==> src/rtl/ep0_irq_pkg.sv <==
package ep0_irq_pkg;
  localparam int DATA_W = 8;
  localparam int ADDR_W = 3;
  localparam int N_COM  = 4;

  localparam logic [ADDR_W-1:0] A_INDEX   = 3'd0;
  localparam logic [ADDR_W-1:0] A_CSR     = 3'd1;
  localparam logic [ADDR_W-1:0] A_COM_EN  = 3'd2;
  localparam logic [ADDR_W-1:0] A_EP0_PND = 3'd3;
  localparam logic [ADDR_W-1:0] A_COM_PND = 3'd4;

  localparam int CSR_W = 5;

  typedef struct packed {
    logic send;   // bit 4
    logic dend;   // bit 3
    logic stall;  // bit 2
    logic inpr;   // bit 1
    logic opr;    // bit 0
  } csr_t;
endpackage

==> src/rtl/ep0_csr.sv <==
module ep0_csr
  import ep0_irq_pkg::*;
(
  input  logic             clk_i,
  input  logic             rst_ni,
  input  logic             wr_i,
  input  logic [CSR_W-1:0] wdata_i,
  input  logic             rd_pend_i,
  input  logic             ev_out_rx_i,
  input  logic             ev_in_sent_i,
  input  logic             ev_status_i,
  input  logic             ev_proto_err_i,
  input  logic             ev_early_end_i,
  output csr_t             csr_o,
  output logic             pend_o,
  output logic             pend_n_o,
  output logic             ev_any_o
);
  csr_t csr_q, csr_d;
  logic pend_q;
  logic early_hit;

  assign early_hit = ev_early_end_i & ~csr_q.dend;
  assign ev_any_o  = ev_out_rx_i | ev_in_sent_i | ev_status_i | ev_proto_err_i | early_hit;

  always_comb begin
    csr_d = csr_q;
    if (wr_i) begin
      if (wdata_i[0]) csr_d.opr   = 1'b0;
      csr_d.inpr = wdata_i[1];
      if (wdata_i[2]) csr_d.stall = 1'b0;
      csr_d.dend = wdata_i[3];
      if (wdata_i[4]) csr_d.send  = 1'b0;
    end
    // hardware events win over same-cycle writes
    if (ev_out_rx_i)    csr_d.opr   = 1'b1;
    if (ev_in_sent_i)   csr_d.inpr  = 1'b0;
    if (ev_proto_err_i) csr_d.stall = 1'b1;
    if (early_hit)      csr_d.send  = 1'b1;
  end

  assign pend_n_o = ev_any_o | (pend_q & ~rd_pend_i);

  always_ff @(posedge clk_i or negedge rst_ni) begin
    if (!rst_ni) begin
      csr_q  <= '0;
      pend_q <= 1'b0;
    end else begin
      csr_q  <= csr_d;
      pend_q <= pend_n_o;
    end
  end

  assign csr_o  = csr_q;
  assign pend_o = pend_q;

  p_opr_set_r2: assert property (@(posedge clk_i) disable iff (!rst_ni)
    ev_out_rx_i |=> csr_q.opr);
  p_inpr_clr_r3: assert property (@(posedge clk_i) disable iff (!rst_ni)
    ev_in_sent_i |=> !csr_q.inpr);
  p_stall_sticky_r5: assert property (@(posedge clk_i) disable iff (!rst_ni)
    (csr_q.stall && !(wr_i && wdata_i[2])) |=> csr_q.stall);
  p_setup_end_r6: assert property (@(posedge clk_i) disable iff (!rst_ni)
    (ev_early_end_i && !csr_q.dend) |=> (csr_q.send && pend_q));
  p_status_pend_r4: assert property (@(posedge clk_i) disable iff (!rst_ni)
    ev_status_i |=> pend_q);
endmodule

==> src/rtl/com_irq.sv <==
module com_irq #(
  parameter int          N      = 4,
  parameter logic [N-1:0] EN_RST = 4'b0110
) (
  input  logic         clk_i,
  input  logic         rst_ni,
  input  logic         en_wr_i,
  input  logic [N-1:0] wdata_i,
  input  logic         rd_pend_i,
  input  logic [N-1:0] ev_i,
  output logic [N-1:0] en_o,
  output logic [N-1:0] pend_o,
  output logic         act_n_o
);
  logic [N-1:0] en_q, en_d, pend_q, pend_d;

  assign en_d = en_wr_i ? wdata_i : en_q;

  for (genvar i = 0; i < N; i++) begin : g_bit
    assign pend_d[i] = ev_i[i] | (pend_q[i] & ~rd_pend_i);

    p_pend_set_r10: assert property (@(posedge clk_i) disable iff (!rst_ni)
      ev_i[i] |=> pend_q[i]);
    p_rd_clr_r11: assert property (@(posedge clk_i) disable iff (!rst_ni)
      (rd_pend_i && !ev_i[i]) |=> !pend_q[i]);
  end

  assign act_n_o = |(pend_d & en_d);

  always_ff @(posedge clk_i or negedge rst_ni) begin
    if (!rst_ni) begin
      en_q   <= EN_RST;
      pend_q <= '0;
    end else begin
      en_q   <= en_d;
      pend_q <= pend_d;
    end
  end

  assign en_o   = en_q;
  assign pend_o = pend_q;
endmodule

==> src/rtl/ep0_irq_ctrl.sv <==
module ep0_irq_ctrl
  import ep0_irq_pkg::*;
(
  input  logic              clk_i,
  input  logic              rst_ni,
  input  logic              ev_out_rx_i,
  input  logic              ev_in_sent_i,
  input  logic              ev_status_i,
  input  logic              ev_proto_err_i,
  input  logic              ev_early_end_i,
  input  logic              ev_bad_pkt_i,
  input  logic [N_COM-1:0]  ev_com_i,
  input  logic [ADDR_W-1:0] addr_i,
  input  logic              wr_en_i,
  input  logic              rd_en_i,
  input  logic [DATA_W-1:0] wdata_i,
  output logic [DATA_W-1:0] rdata_o,
  output logic              irq_o
);
  logic [DATA_W-1:0] idx_q;
  logic              idx_zero, wr_csr, wr_en_reg, rd_ep0, rd_com;
  csr_t              csr;
  logic              ep0_pend, ep0_pend_n, ep0_ev;
  logic [N_COM-1:0]  com_en, com_pend;
  logic              com_act_n, irq_q;

  assign idx_zero  = (idx_q == '0);
  assign wr_csr    = wr_en_i && addr_i == A_CSR && idx_zero;
  assign wr_en_reg = wr_en_i && addr_i == A_COM_EN;
  assign rd_ep0    = rd_en_i && addr_i == A_EP0_PND;
  assign rd_com    = rd_en_i && addr_i == A_COM_PND;

  always_ff @(posedge clk_i or negedge rst_ni) begin
    if (!rst_ni)                          idx_q <= '0;
    else if (wr_en_i && addr_i == A_INDEX) idx_q <= wdata_i;
  end

  ep0_csr u_ep0_csr (
    .clk_i          (clk_i),
    .rst_ni         (rst_ni),
    .wr_i           (wr_csr),
    .wdata_i        (wdata_i[CSR_W-1:0]),
    .rd_pend_i      (rd_ep0),
    .ev_out_rx_i    (ev_out_rx_i),
    .ev_in_sent_i   (ev_in_sent_i),
    .ev_status_i    (ev_status_i),
    .ev_proto_err_i (ev_proto_err_i),
    .ev_early_end_i (ev_early_end_i),
    .csr_o          (csr),
    .pend_o         (ep0_pend),
    .pend_n_o       (ep0_pend_n),
    .ev_any_o       (ep0_ev)
  );

  com_irq #(.N(N_COM), .EN_RST(4'b0110)) u_com_irq (
    .clk_i     (clk_i),
    .rst_ni    (rst_ni),
    .en_wr_i   (wr_en_reg),
    .wdata_i   (wdata_i[N_COM-1:0]),
    .rd_pend_i (rd_com),
    .ev_i      (ev_com_i),
    .en_o      (com_en),
    .pend_o    (com_pend),
    .act_n_o   (com_act_n)
  );

  always_comb begin
    rdata_o = '0;
    if (rd_en_i) begin
      unique case (addr_i)
        A_INDEX:   rdata_o = idx_q;
        A_CSR:     rdata_o = idx_zero ? DATA_W'(csr) : '0;
        A_COM_EN:  rdata_o = DATA_W'(com_en);
        A_EP0_PND: rdata_o = DATA_W'(ep0_pend);
        A_COM_PND: rdata_o = DATA_W'(com_pend);
        default:   rdata_o = '0;
      endcase
    end
  end

  always_ff @(posedge clk_i or negedge rst_ni) begin
    if (!rst_ni) irq_q <= 1'b0;
    else         irq_q <= ep0_pend_n | com_act_n;
  end
  assign irq_o = irq_q;

  p_irq_track_r13: assert property (@(posedge clk_i) disable iff (!rst_ni)
    irq_o == (ep0_pend | |(com_pend & com_en)));
  p_bad_pkt_r7: assert property (@(posedge clk_i) disable iff (!rst_ni)
    (ev_bad_pkt_i && !ep0_ev && !wr_csr && !rd_ep0) |=> ($stable(csr) && $stable(ep0_pend)));
  p_index_gate_r8: assert property (@(posedge clk_i) disable iff (!rst_ni)
    (!idx_zero && !ep0_ev) |=> $stable(csr));
endmodule

==> config.mk <==
export PLATFORM = sky130hd
export DESIGN_NAME = ep0_irq_ctrl
export DESIGN_NICKNAME = d
export VERILOG_FILES = /design/src/rtl/ep0_irq_pkg.sv /design/src/rtl/ep0_csr.sv /design/src/rtl/com_irq.sv /design/src/rtl/ep0_irq_ctrl.sv
export SDC_FILE = /design/constraint.sdc
export NUM_CORES = 1
export LEC_CHECK = 0
export BUFFER_PORTS_ARGS = -buffer_cell sky130_fd_sc_hd__buf_4
export CORE_MARGIN = 5
export CORE_UTILIZATION = 46
export DETAILED_ROUTE_END_ITERATION = 8
export MAX_ROUTING_LAYER = met4
export PLACE_DENSITY = 0.71
export RECOVER_POWER = 25
export SYNTH_ARGS = -nofsm -noshare
export SYNTH_HDL_FRONTEND = slang
export SYNTH_HIERARCHICAL = 1
export SYNTH_SLANG_ARGS = --single-unit
==> constraint.sdc <==
create_clock -name clk_i -period 1.4 [get_ports clk_i]
set_input_delay 0 -clock clk_i [delete_from_list [all_inputs] [get_ports clk_i]]
set_output_delay 0 -clock clk_i [all_outputs]
set_load 0.01 [all_outputs]
**Word-level counts from Yosys, hierarchy flattened**

Index checks and enable logic that the tools add are counted.

- Muxes and demuxes: 12
- Equality and inequality tests: 4
- Bitwise gates (word level): 20
- Reduce and logical (&&, ||, !) cells: 19

Operator list:

| kind | count |
|---|---|
| 8-bit one-hot mux with 5 select lines | 1 |
| 2-bit nonzero test | 7 |
| 5-bit two-way mux | 2 |
| 1-bit bitwise OR | 10 |
| 8-bit logical NOT | 1 |
| 8-bit two-way mux | 1 |
| 1-bit two-way mux | 7 |
| 1-bit bitwise AND | 6 |
| 3-bit by 2-bit equality test with 1-bit output, second input constant | 2 |
| 1-bit logical AND | 6 |
| 2-bit AND reduction | 3 |
| 4-bit bitwise AND | 1 |
| 4-bit two-way mux | 1 |
| 4-bit OR reduction | 1 |
| 3-bit by 1-bit equality test with 1-bit output, second input constant | 1 |
| 3-bit equality test, second input constant | 1 |
| 3-bit logical NOT | 1 |
| 1-bit inverter | 3 |

- Logic and storage cells: 65
- Output and inout port bits: 9
- Flip-flop bits (word level): 23
- Input bits: 25

**Depth between registers and ports, before layout**

Gate-level depths: netlist (run 1).

- Depth after elaboration: 8
- Gate-level depth with buffers: 7
- Mapped depth without buffers: 6

**Hierarchy**

The synthesis (run 1) kept the hierarchy.

Modules (own cells, without submodules):

| module | instances | cells each | seq. area each (um^2) | area each (um^2) |
|---|---|---|---|---|
| ep0_irq_ctrl | 1 | 63 | 225.2 | 636.9 |
| com_irq | 1 | 25 | 202.7 | 335.3 |
| ep0_csr | 1 | 22 | 150.1 | 254.0 |

**Worst setup path before layout (run 1)**

OpenSTA, ideal clock, no wires.

- Path type: input to register
- From: in addr_i[2]
- To: reg irq_q (netlist: irq_o)
- Data required time: 1,273 ps
- Stages on the path: 6
- Path buffers: 1
- Arrival: 1,591 ps
- Setup time: 127 ps
- Slack: -319 ps
- Cell sequence: buf_2 > nor4b_1 > mux2_2 > o21ai_2 > nand4_1 > or2_2

- Elaborated cells between the ends (all ways): 22
- Those cells by class: 3 x eq/ne; 1 x mux; 14 x bitwise; 4 x reduce/logical

RTL lines:

| element | RTL line | source |
|---|---|---|
| from (decl) | ep0_irq_ctrl.sv:13 | `input logic [ADDR_W-1:0] addr_i,` |
| 3-bit by 2-bit equality test with 1-bit output | ep0_irq_ctrl.sv:29 | `assign wr_en_reg = wr_en_i && addr_i == A_COM_EN;` |
| 1-bit logical AND | ep0_irq_ctrl.sv:29 |  |
| via wr_en_reg | ep0_irq_ctrl.sv:21 | `logic idx_zero, wr_csr, wr_en_reg, rd_ep0, rd_com;` |
| 4-bit two-way mux | com_irq.sv:17 | `assign en_d = en_wr_i ? wdata_i : en_q;` |
| via u_com_irq.en_d[2] | com_irq.sv:15 | `logic [N-1:0] en_q, en_d, pend_q, pend_d;` |
| 4-bit bitwise AND | com_irq.sv:28 | `assign act_n_o = \|(pend_d & en_d);` |
| 4-bit OR reduction | com_irq.sv:28 |  |
| via com_act_n | ep0_irq_ctrl.sv:25 | `logic com_act_n, irq_q;` |
| 1-bit bitwise OR | ep0_irq_ctrl.sv:83 | `else irq_q <= ep0_pend_n \| com_act_n;` |
| to (signal assigned) | ep0_irq_ctrl.sv:83 |  |
| to (decl) | ep0_irq_ctrl.sv:25 |  |

The timed path passes the listed nets, and every way through them passes these cells.
A chain may end at the register's enable or synchronous reset.

**Worst setup path in the final report (run 1)**

- From: reg idx_q[6]
- To: out rdata_o[0]

- Longest elaborated chain between the ends: 4

Ends and longest elaborated chain:

| element | RTL line | source |
|---|---|---|
| from (decl) | ep0_irq_ctrl.sv:20 | `logic [DATA_W-1:0] idx_q;` |
| from (signal assigned) | ep0_irq_ctrl.sv:35 | `else if (wr_en_i && addr_i == A_INDEX) idx_q <= wdata_i;` |
| 8-bit logical NOT | ep0_irq_ctrl.sv:27 | `assign idx_zero = (idx_q == '0);` |
| 5-bit two-way mux | ep0_irq_ctrl.sv:72 | `A_CSR: rdata_o = idx_zero ? DATA_W'(csr) : '0;` |
| 8-bit one-hot mux with 5 select lines | ep0_irq_ctrl.sv:70 | `unique case (addr_i)` |
| 8-bit two-way mux | ep0_irq_ctrl.sv:69 | `if (rd_en_i) begin` |
| to (decl) | ep0_irq_ctrl.sv:17 | `output logic [DATA_W-1:0] rdata_o,` |

Every way passes these cells.

==> qor.yml, run 1 <==
die:
  dieWidth_um: 61.6
  die-area_sq_um: 3790
  boundaryPins: 34
  fp.coreArea_sq_um: 2500
  initial_utilization_pct: 48.9
  rows: 18
  dieHeight_um: 61.6
hold_path:
  hp-start: "addr_i[2]"
  min_path_cells: 3
  min_path_type: "primary input to flop"
  holdPathEnd: "u_com_irq/en_o[3]"
logic_synthesis:
  synth_nets: 134
  yosys_warnings: 6
  syn-cell-area_sq_um: 1220
  avgSynthCellArea_sq_um: 11.2
  synthCells: 109
grt:
  track_usage_pct: 19.3
  use_met3_pct: 3.77
  grtUsageMet2_pct: 31.2
  grt_util_met1_pct: 25.3
  grt_remaining_overflow: 0
  grt_pass1_vias: 1105
  grt_antenna_before_repair: 0
  grt_pass1_wl_um: 5180
  grt_max_degree: 24
  top_usage_layer: "met2"
clock_network:
  insertion_delay_ns: 0.32
  clk_pin_slew_ns: 0.14
  cts_htree_levels: 1
  cts_tree: "yes"
  cts_buffers: 3
  cts.sinks: 23
  cts_buffer_depth: 2
  root_buffer: "clkbuf_4"
worst_setup_path:
  r2r_setup_slack_ns: -0.18
  crit_chain: "nor4_2 -> nand4_1 -> buf_6 -> o22ai_2 -> buf_4"
  cp-end-kind: "primary output"
  reg2regPathDepth: 6
  slowest_stage: "dfrtp_1"
  start_kind: "flop"
  cp_slowest_stage_delay_ns: 0.42
  path_class: "flop to primary output"
  required_ns: 1.40
  timing.rr.start: "idx_q[6]"
  cp_max_fo: 4
  regToRegEndpoint: "u_ep0_csr/csr_o[4]"
  arrival_ns: 1.68
timing:
  setup_viol: 10
  fmax_mhz: 595
  finalCriticalPeriod_ns: 1.68
  hold_violations: 0
  clock_skew_ns: 0.00824
  fin_crit_sh_pct: 120
  fin_ws_ns: -0.282
  relSlewSlack_pct: 62.5
  worst_pin_slew_ns: 0.563
  slew_viol_final: 0
  rsz0062_at_grt: "yes"
cells_and_area:
  final.fill_count: 163
  area_growth_syn_to_layout_pct: 54.5
  multiInputGateArea_sq_um: 663
  drive_gt1_share_pct: 48.6
  regArea_sq_um: 578
  final_core_util_pct: 75.5
  final_net_count: 203
  final_cells: 207
  antenna_cells: 0
route:
  drt-vias-per-instance: 5.29
  vias: 1094
  drtPass1Iterations: 4
  drc: 0
  final_antenna_net_count: 0
  drtIter0Drc: 29
  wirelength_um: 3300
  detail_route.wl_per_cell_um: 15.9
placed_design:
  port_buffers: 32
  place_hpwl_um: 2310
  finalWeightedCongestion: 0.827
  place_inst: 179
run_status:
  outcome: "finished, violations left"
  violations: "setup timing"
pwr:
  ir_worst_vdd_mv: 0.767
  power_density_nw_per_um2: 866
  p_total_uw: 1640
  leakagePower_uw: 0.000822
run:
  maxCapViolCount: 0
## sequential cells by signal, indices dropped and copies added (netlist names)
name	count
u_ep0_csr/pend_o	1
idx_q	8
irq_o	1
u_com_irq/en_o	4
u_ep0_csr/csr_o	5
u_com_irq/pend_o	4
## repair_timing
action | in CTS | in global routing
gates resized for setup | 3 | 9
hold buffers | 18 | 0
hold endpoints to repair | 45 | 0
endpoints found under the setup margin | 10 | 10
setup buffers | 5 | 1
pin swaps | 4 | 5
## layout by cell type, fill, tap and decap left out, types with 3 or more instances in the layout
master / count
buf_4: 46
dfrtp_1: 21
dlygate4sd3_1: 18
mux2_2: 14
inv_1: 7
nor2b_1: 5
nand2_1: 4
mux2i_1: 4
and2_1: 3
nand2b_1: 3
a2bb2oi_1: 3
o22ai_2: 3
clkbuf_4: 3
or2_1: 3
o21ai_2: 3
## through the flow
stage,worst slack [ns],cell area (sq um),hold slack [ns],setup TNS (ns)
after global placement,-0.208,1580,-0.0939,-0.906
after CTS,-0.300,1840,0.0929,-2.05
after global routing,-0.337,1890,0.0955,-2.69
after floorplan,-0.0427,1240,-0.296,-0.0427
final,-0.282,1890,0.108,-2.02
after detailed placement,-0.213,1580,-0.0890,-0.991
## power breakdown
| part | internal [uW] | switching (uW) |
|---|---|---|
| Combinational | 286 | 197 |
| Clock | 109 | 213 |
| Sequential | 762 | 69.3 |
## worst max-delay path, delay by kind of cell, from the launching register on
family / cells / cell delay, ns
compound gates: 1 / 0.16
buf+inv: 2 / 0.30
flops: 1 / 0.42
simple gates: 2 / 0.48
## how the worst max path moves through the flow
stage | endpoint | startpoint | slack, ns
detailed placement | u_ep0_csr/csr_o[4] | idx_q[0] | -0.21
floorplan | irq_o | addr_i[2] | -0.04
global route | rdata_o[0] | idx_q[6] | -0.34
finish | rdata_o[0] | idx_q[6] | -0.28
CTS | rdata_o[1] | idx_q[7] | -0.30
global placement | u_ep0_csr/csr_o[4] | idx_q[0] | -0.21
## area by class of cell
cell class	instances	share of cell area, %
repair buffers	67	29.3
multi-input cells	76	35.1
well taps	30	1.99
clock buffers	3	1.19
inverters	7	1.39
flip-flops and latches	23	30.6
clock inverters	1	0.398
## routing by layer
metal | vias to the layer above | share of wire (%)
met4 | 0 | 0.49
li1 | 528 | -
met3 | 2 | 5.7
met1 | 534 | 44
met5 | - | 0
met2 | 30 | 50
No activity file was read; power rests on OpenSTA's default activity.
==> run 2, diff against run 1 <==
--- a/config.mk
+++ b/config.mk
@@ -10,9 +10,9 @@
 export CORE_UTILIZATION = 46
 export DETAILED_ROUTE_END_ITERATION = 8
 export MAX_ROUTING_LAYER = met4
-export PLACE_DENSITY = 0.71
+export PLACE_DENSITY = 0.72
 export RECOVER_POWER = 25
+export SLEW_MARGIN = 20
 export SYNTH_ARGS = -nofsm -noshare
 export SYNTH_HDL_FRONTEND = slang
-export SYNTH_HIERARCHICAL = 1
 export SYNTH_SLANG_ARGS = --single-unit
==> run 2 against run 1 <==
Against the previous run: the run still ends with setup timing left; critical path type unchanged; flip-flop and latch count unchanged; routed wire length decreased by 7.4%; maximum frequency decreased by 1.1%.
==> qor.yml, run 2 <==
timing:
  finalCriticalPeriod_ns: 1.70
  clock_skew_ns: 0.0109
  fmax_mhz: 588
  slew_viol_final: 0
  fin_setup_tns_ns: -1.63
  setup_viol: 9
  relSlewSlack_pct: 61.9
  whs_ns: 0.0207
  worst_pin_slew_ns: 0.571
  fin_crit_sh_pct: 121
  rsz0062_at_grt: "yes"
  fin_ws_ns: -0.300
  hold_violations: 0
die:
  rows: 18
  die-area_sq_um: 3730
  boundaryPins: 34
  fp.coreArea_sq_um: 2480
  initial_utilization_pct: 48.5
  dieHeight_um: 61.1
  dieWidth_um: 61.1
hold_path:
  min_path_type: "primary input to flop"
placed_design:
  place_hpwl_um: 2290
  place_inst: 172
  port_buffers: 32
  finalWeightedCongestion: 0.808
route:
  drt-vias-per-instance: 5.27
  drtIter0Drc: 43
  final_antenna_net_count: 0
  drtPass1Iterations: 4
  wirelength_um: 3050
  detail_route.wl_per_cell_um: 15.4
  drc: 0
  vias: 1044
grt:
  track_usage_pct: 18.7
  grt_max_degree: 24
  grt_antenna_before_repair: 0
  grt_pass1_wl_um: 4930
  grt_remaining_overflow: 0
  grt_pass1_vias: 1099
clock_network:
  cts_buffer_depth: 2
  root_buffer: "clkbuf_4"
  cts_tree: "yes"
  cts.sinks: 23
  insertion_delay_ns: 0.31
  cts_htree_levels: 1
  cts_buffers: 3
  clk_pin_slew_ns: 0.13
pwr:
  power_density_nw_per_um2: 845
  ir_worst_vdd_mv: 0.775
  leakagePower_uw: 0.000799
logic_synthesis:
  yosys_warnings: 0
  syn-cell-area_sq_um: 1200
  seq_area_frac_synth_pct: 48.1
  synth_edf_count: 0
  synthCells: 105
  synth_top_flop_cell: "dfrtp_1"
  ys_types: 34
  synth_area_leaders: "dfrtp_1 (44%), mux2_1 (10%), a21o_1 (5.0%)"
  synth_nets: 130
  synth-seq-cells: 23
  synth_top_area_share_pct: 43.8
  netlist_top_cells_count: "dfrtp_1 (21), mux2_1 (11), nand2_1 (11)"
  yosysMostFrequentCell: "dfrtp_1"
  yosys.area.top_type: "dfrtp_1"
  synth-async-reset-ratio_pct: 100
  avgSynthCellArea_sq_um: 11.4
worst_setup_path:
  cp_max_fo: 7
  start_kind: "flop"
  cp-end-kind: "primary output"
  path_class: "flop to primary output"
  r2r_setup_slack_ns: -0.13
  required_ns: 1.40
  arrival_ns: 1.70
cells_and_area:
  final_net_count: 194
  layout_commonest_cell: "buf_4"
  final_cells: 198
  final.fill_count: 193
  area_growth_syn_to_layout_pct: 51.8
  regArea_sq_um: 578
  drive_gt1_share_pct: 38.7
  regMostFlops: "idx_q"
  antenna_cells: 0
  largest_reg_flops: 8
  multiInputGateArea_sq_um: 622
  final_cell_mix: "buf_4 (41), dfrtp_1 (21), dlygate4sd3_1 (19)"
run_status:
  outcome: "finished, violations left"
  violations: "setup timing"
run:
  maxCapViolCount: 0
==> run 2: worst paths after layout <==
kind                       cells after the start          startpoint                  to
max                                            5            idx_q[2]          rdata_o[0]
min                                            3             wr_en_i  u_ep0_csr.csr_o[0]
max reg2reg                                    6            idx_q[2]  u_ep0_csr.csr_o[0]
min reg2reg                                    1  u_ep0_csr.csr_o[0]  u_ep0_csr.csr_o[0]
max in group asynchronous                      2              rst_ni   u_com_irq.en_o[1]
min in group asynchronous                      2              rst_ni            idx_q[3]
==> run 2: metal layers <==
layer / up-vias / routed length (um) / track usage, %
li1: 516 / - / -
met1: 492 / 1360 / 24.2
met2: 32 / 1490 / 30.1
met3: 4 / 157 / 1.89
met4: 0 / 40 / 7.43
met5: - / 0 / -
==> run 2: timing repair <==
action	4_1_cts	5_1_grt
endpoints found under the setup margin	10	10
endpoints found under the hold margin	45	0
resized for setup	6	4
buffers inserted	2	1
hold buffers	19	0
pin swaps	9	2
==> run 2: area by class of cell <==
| cell class | count | share of cell area (%) |
|---|---|---|
| sequential | 23 | 31.7 |
| clock inverter | 1 | 0.275 |
| tap | 30 | 2.06 |
| timing repair buffer | 64 | 30.4 |
| clock buffer | 3 | 1.24 |
| inverter | 1 | 0.206 |
| multi-input combinational | 76 | 34.1 |
==> run 2: cells by family (layout without fill, tap and decap cells) <==
family                 Yosys count  after routing  synth area share [%]
AOI/OAI and AO/OA               20             20                  11.3
and+or+nand+nor                 39             39                  20.9
muxes                           17             17                  16.1
DFF                             23             23                  48.1
buffers and inverters            6             69                  3.54
==> run 2: critical path, stage by stage (launching register included) <==
cell and delay (ns):
dfrtp_1 0.41, nor4_2 0.32, and3_4 0.27, a32oi_1 0.06
a21oi_1 0.17, buf_4 0.15
==> run 2: power by group <==
| part | internal [uW] | total, uW | switching [uW] |
|---|---|---|---|
| Combinational | 249 | 411 | 162 |
| Clock | 107 | 308 | 202 |
| Sequential | 758 | 821 | 62.7 |
| Total | 1110 | 1540 | 427 |
==> run 2: per-stage QoR <==
step                      util, %  setup WS, ns  instance area (sq um)  power, uW
after CTS                    72.5        -0.302                   1800       1540
after global placement       62.2       -0.0506                   1540       1160
after floorplan                 -        0.0469                   1200        989
after detailed placement     62.2       -0.0945                   1540       1180
after global routing         73.6        -0.405                   1820       1620
final                        73.6        -0.300                   1820       1540
==> run 3, diff against run 2 <==
--- a/config.mk
+++ b/config.mk
@@ -6,6 +6,7 @@
 export NUM_CORES = 1
 export LEC_CHECK = 0
 export BUFFER_PORTS_ARGS = -buffer_cell sky130_fd_sc_hd__buf_4
+export CORE_ASPECT_RATIO = 1.4
 export CORE_MARGIN = 5
 export CORE_UTILIZATION = 46
 export DETAILED_ROUTE_END_ITERATION = 8
==> run 3 against run 2 <==
Against the previous run: the flow still finishes with violations (setup timing); combinational power rose by 9.5%; clock skew is 0.0098 ns lower; clock power about the same; total power rose by 2.8%; critical path depth is the same; worst hold slack gained 0.085 ns; non-clock buffer count increased by 5; maximum frequency rose by 1.4%; via count rose by 5.2%; count of clock-buffer cells in the layout up 1; register-to-register slack improved by 0.06 ns; design area rose by 1.4%; critical path type unchanged.
==> qor.yml, run 3 (same netlist as run 2, synthesis figures left out) <==
run_status:
  outcome: "finished, violations left"
  violations: "setup timing"
worst_setup_path:
  reg2regPathDepth: 6
  cp_slowest_stage_delay_ns: 0.43
  cp_max_fo: 7
  crit_chain: "nor4_4 -> and3_4 -> nand2_1 -> a21oi_2 -> buf_4"
  timing.rr.start: "idx_q[7]"
  path_class: "flop to primary output"
  start_kind: "flop"
  arrival_ns: 1.68
  r2r_setup_slack_ns: -0.07
  cp-end-kind: "primary output"
  slowest_stage: "dfrtp_1"
  required_ns: 1.40
  regToRegEndpoint: "u_ep0_csr.csr_o[4]"
clock_network:
  cts_buffers: 3
  clk_pin_slew_ns: 0.12
  root_buffer: "clkbuf_4"
  cts_tree: "yes"
  insertion_delay_ns: 0.31
  cts_htree_levels: 1
  cts.sinks: 23
  cts_buffer_depth: 2
die:
  dieWidth_um: 53.2
  initial_utilization_pct: 46.9
  dieHeight_um: 70.5
  die-area_sq_um: 3750
  boundaryPins: 34
  fp.coreArea_sq_um: 2560
  rows: 22
timing:
  setup_viol: 9
  finalCriticalPeriod_ns: 1.68
  whs_ns: 0.106
  relSlewSlack_pct: 62.0
  worst_pin_slew_ns: 0.569
  rsz0062_at_grt: "yes"
  slew_viol_final: 0
  clock_skew_ns: 0.00112
  fin_crit_sh_pct: 120
  fin_ws_ns: -0.277
  fmax_mhz: 596
  hold_violations: 0
cells_and_area:
  regMostFlops: "idx_q"
  area_growth_syn_to_layout_pct: 53.9
  final_net_count: 199
  drive_gt1_share_pct: 41.6
  final_cell_mix: "buf_4 (50), dfrtp_1 (21), dlygate4sd3_1 (18)"
  layout_commonest_cell: "buf_4"
  largest_reg_flops: 8
  antenna_cells: 0
  final_cells: 209
grt:
  grt_pass1_vias: 1214
  grt_remaining_overflow: 0
  track_usage_pct: 19.7
  grt_pass1_wl_um: 5380
  grt_max_degree: 24
  grt_antenna_before_repair: 0
route:
  met3_length_um: 91
  wirelength_um: 3240
  wl_met1_um: 1300
  highest_layer: "met4"
  vias: 1098
  detail_route.wl_per_cell_um: 15.5
  drc: 0
  final_antenna_net_count: 0
  drtIter0Drc: 33
  drt-vias-per-instance: 5.25
  drtPass1Iterations: 4
  wl_met2_um: 1760
placed_design:
  place_inst: 184
  place_hpwl_um: 2370
  finalWeightedCongestion: 0.843
  port_buffers: 32
hold_path:
  hp-start: "rd_en_i"
  min_path_cells: 3
  min_path_type: "primary input to flop"
  holdPathEnd: "u_com_irq.pend_o[2]"
run:
  maxCapViolCount: 0
pwr:
  leakagePower_uw: 0.000817
  ir_worst_vdd_mv: 0.621
  power_density_nw_per_um2: 857
-- run 3: how the worst max path moves through the flow --
| stage | start | to | slack [ns] | depth (start not counted) |
|---|---|---|---|---|
| 3_5_place_dp | idx_q[2] | rdata_o[3] | -0.11 | 5 |
| 3_3_place_gp | idx_q[2] | rdata_o[3] | -0.06 | 5 |
| 2_1_floorplan | idx_q[2] | u_ep0_csr.csr_o[0] | 0.05 | 5 |
| 6_report | idx_q[7] | rdata_o[3] | -0.28 | 5 |
| 5_1_grt | idx_q[7] | rdata_o[2] | -0.35 | 5 |
| 4_1_cts | idx_q[7] | rdata_o[3] | -0.29 | 5 |
-- run 3: through the flow --
stage                     setup TNS (ns)  worst slack (ns)  total power [uW]  util, %  cell area, sq um
final                              -1.44            -0.277              1580     72.2              1850
after global routing               -2.14            -0.347              1670     72.2              1850
after CTS                          -1.72            -0.289              1570     71.6              1830
after detailed placement          -0.662            -0.112              1190     61.2              1570
after global placement            -0.203           -0.0580              1180     61.2              1570
after floorplan                        0            0.0469               989        -              1200
-- run 3: where the power goes --
part	total, uW	switching [uW]	internal, uW
clock network	310	198	111
logic	450	175	275
registers	824	66.7	758
-- run 3: layer usage --
| layer | vias up | GRT usage [%] |
|---|---|---|
| met2 | 35 | 33.8 |
| met4 | 0 | 9.38 |
| met3 | 8 | 2.99 |
| met1 | 535 | 21.4 |
| met5 | - | - |
| li1 | 520 | - |
-- run 3: repair_timing --
action	in CTS	in global routing
setup endpoints to repair	9	10
gates cloned	0	0
endpoints found under the hold margin	45	0
pin swaps	7	1
hold buffers	18	0
resized for setup	8	5
setup buffers	4	1
-- run 3: layout make-up --
| type | instances | area [sq um] |
|---|---|---|
| fillers | 187 | 712 |
| multi-input cells | 76 | 634 |
| flip-flops and latches | 23 | 578 |
| repair buffers | 69 | 561 |
| well taps | 36 | 45.0 |
| clock buffers | 4 | 26.3 |
| inverters | 1 | 3.75 |
-- run 3: critical path: cells and delay by family (launching register included) --
family | cells | cell delay [ns]
buffers and inverters | 1 | 0.14
flip-flops | 1 | 0.43
AND/OR/NAND/NOR | 3 | 0.64
AO/OA/AOI/OAI | 1 | 0.15
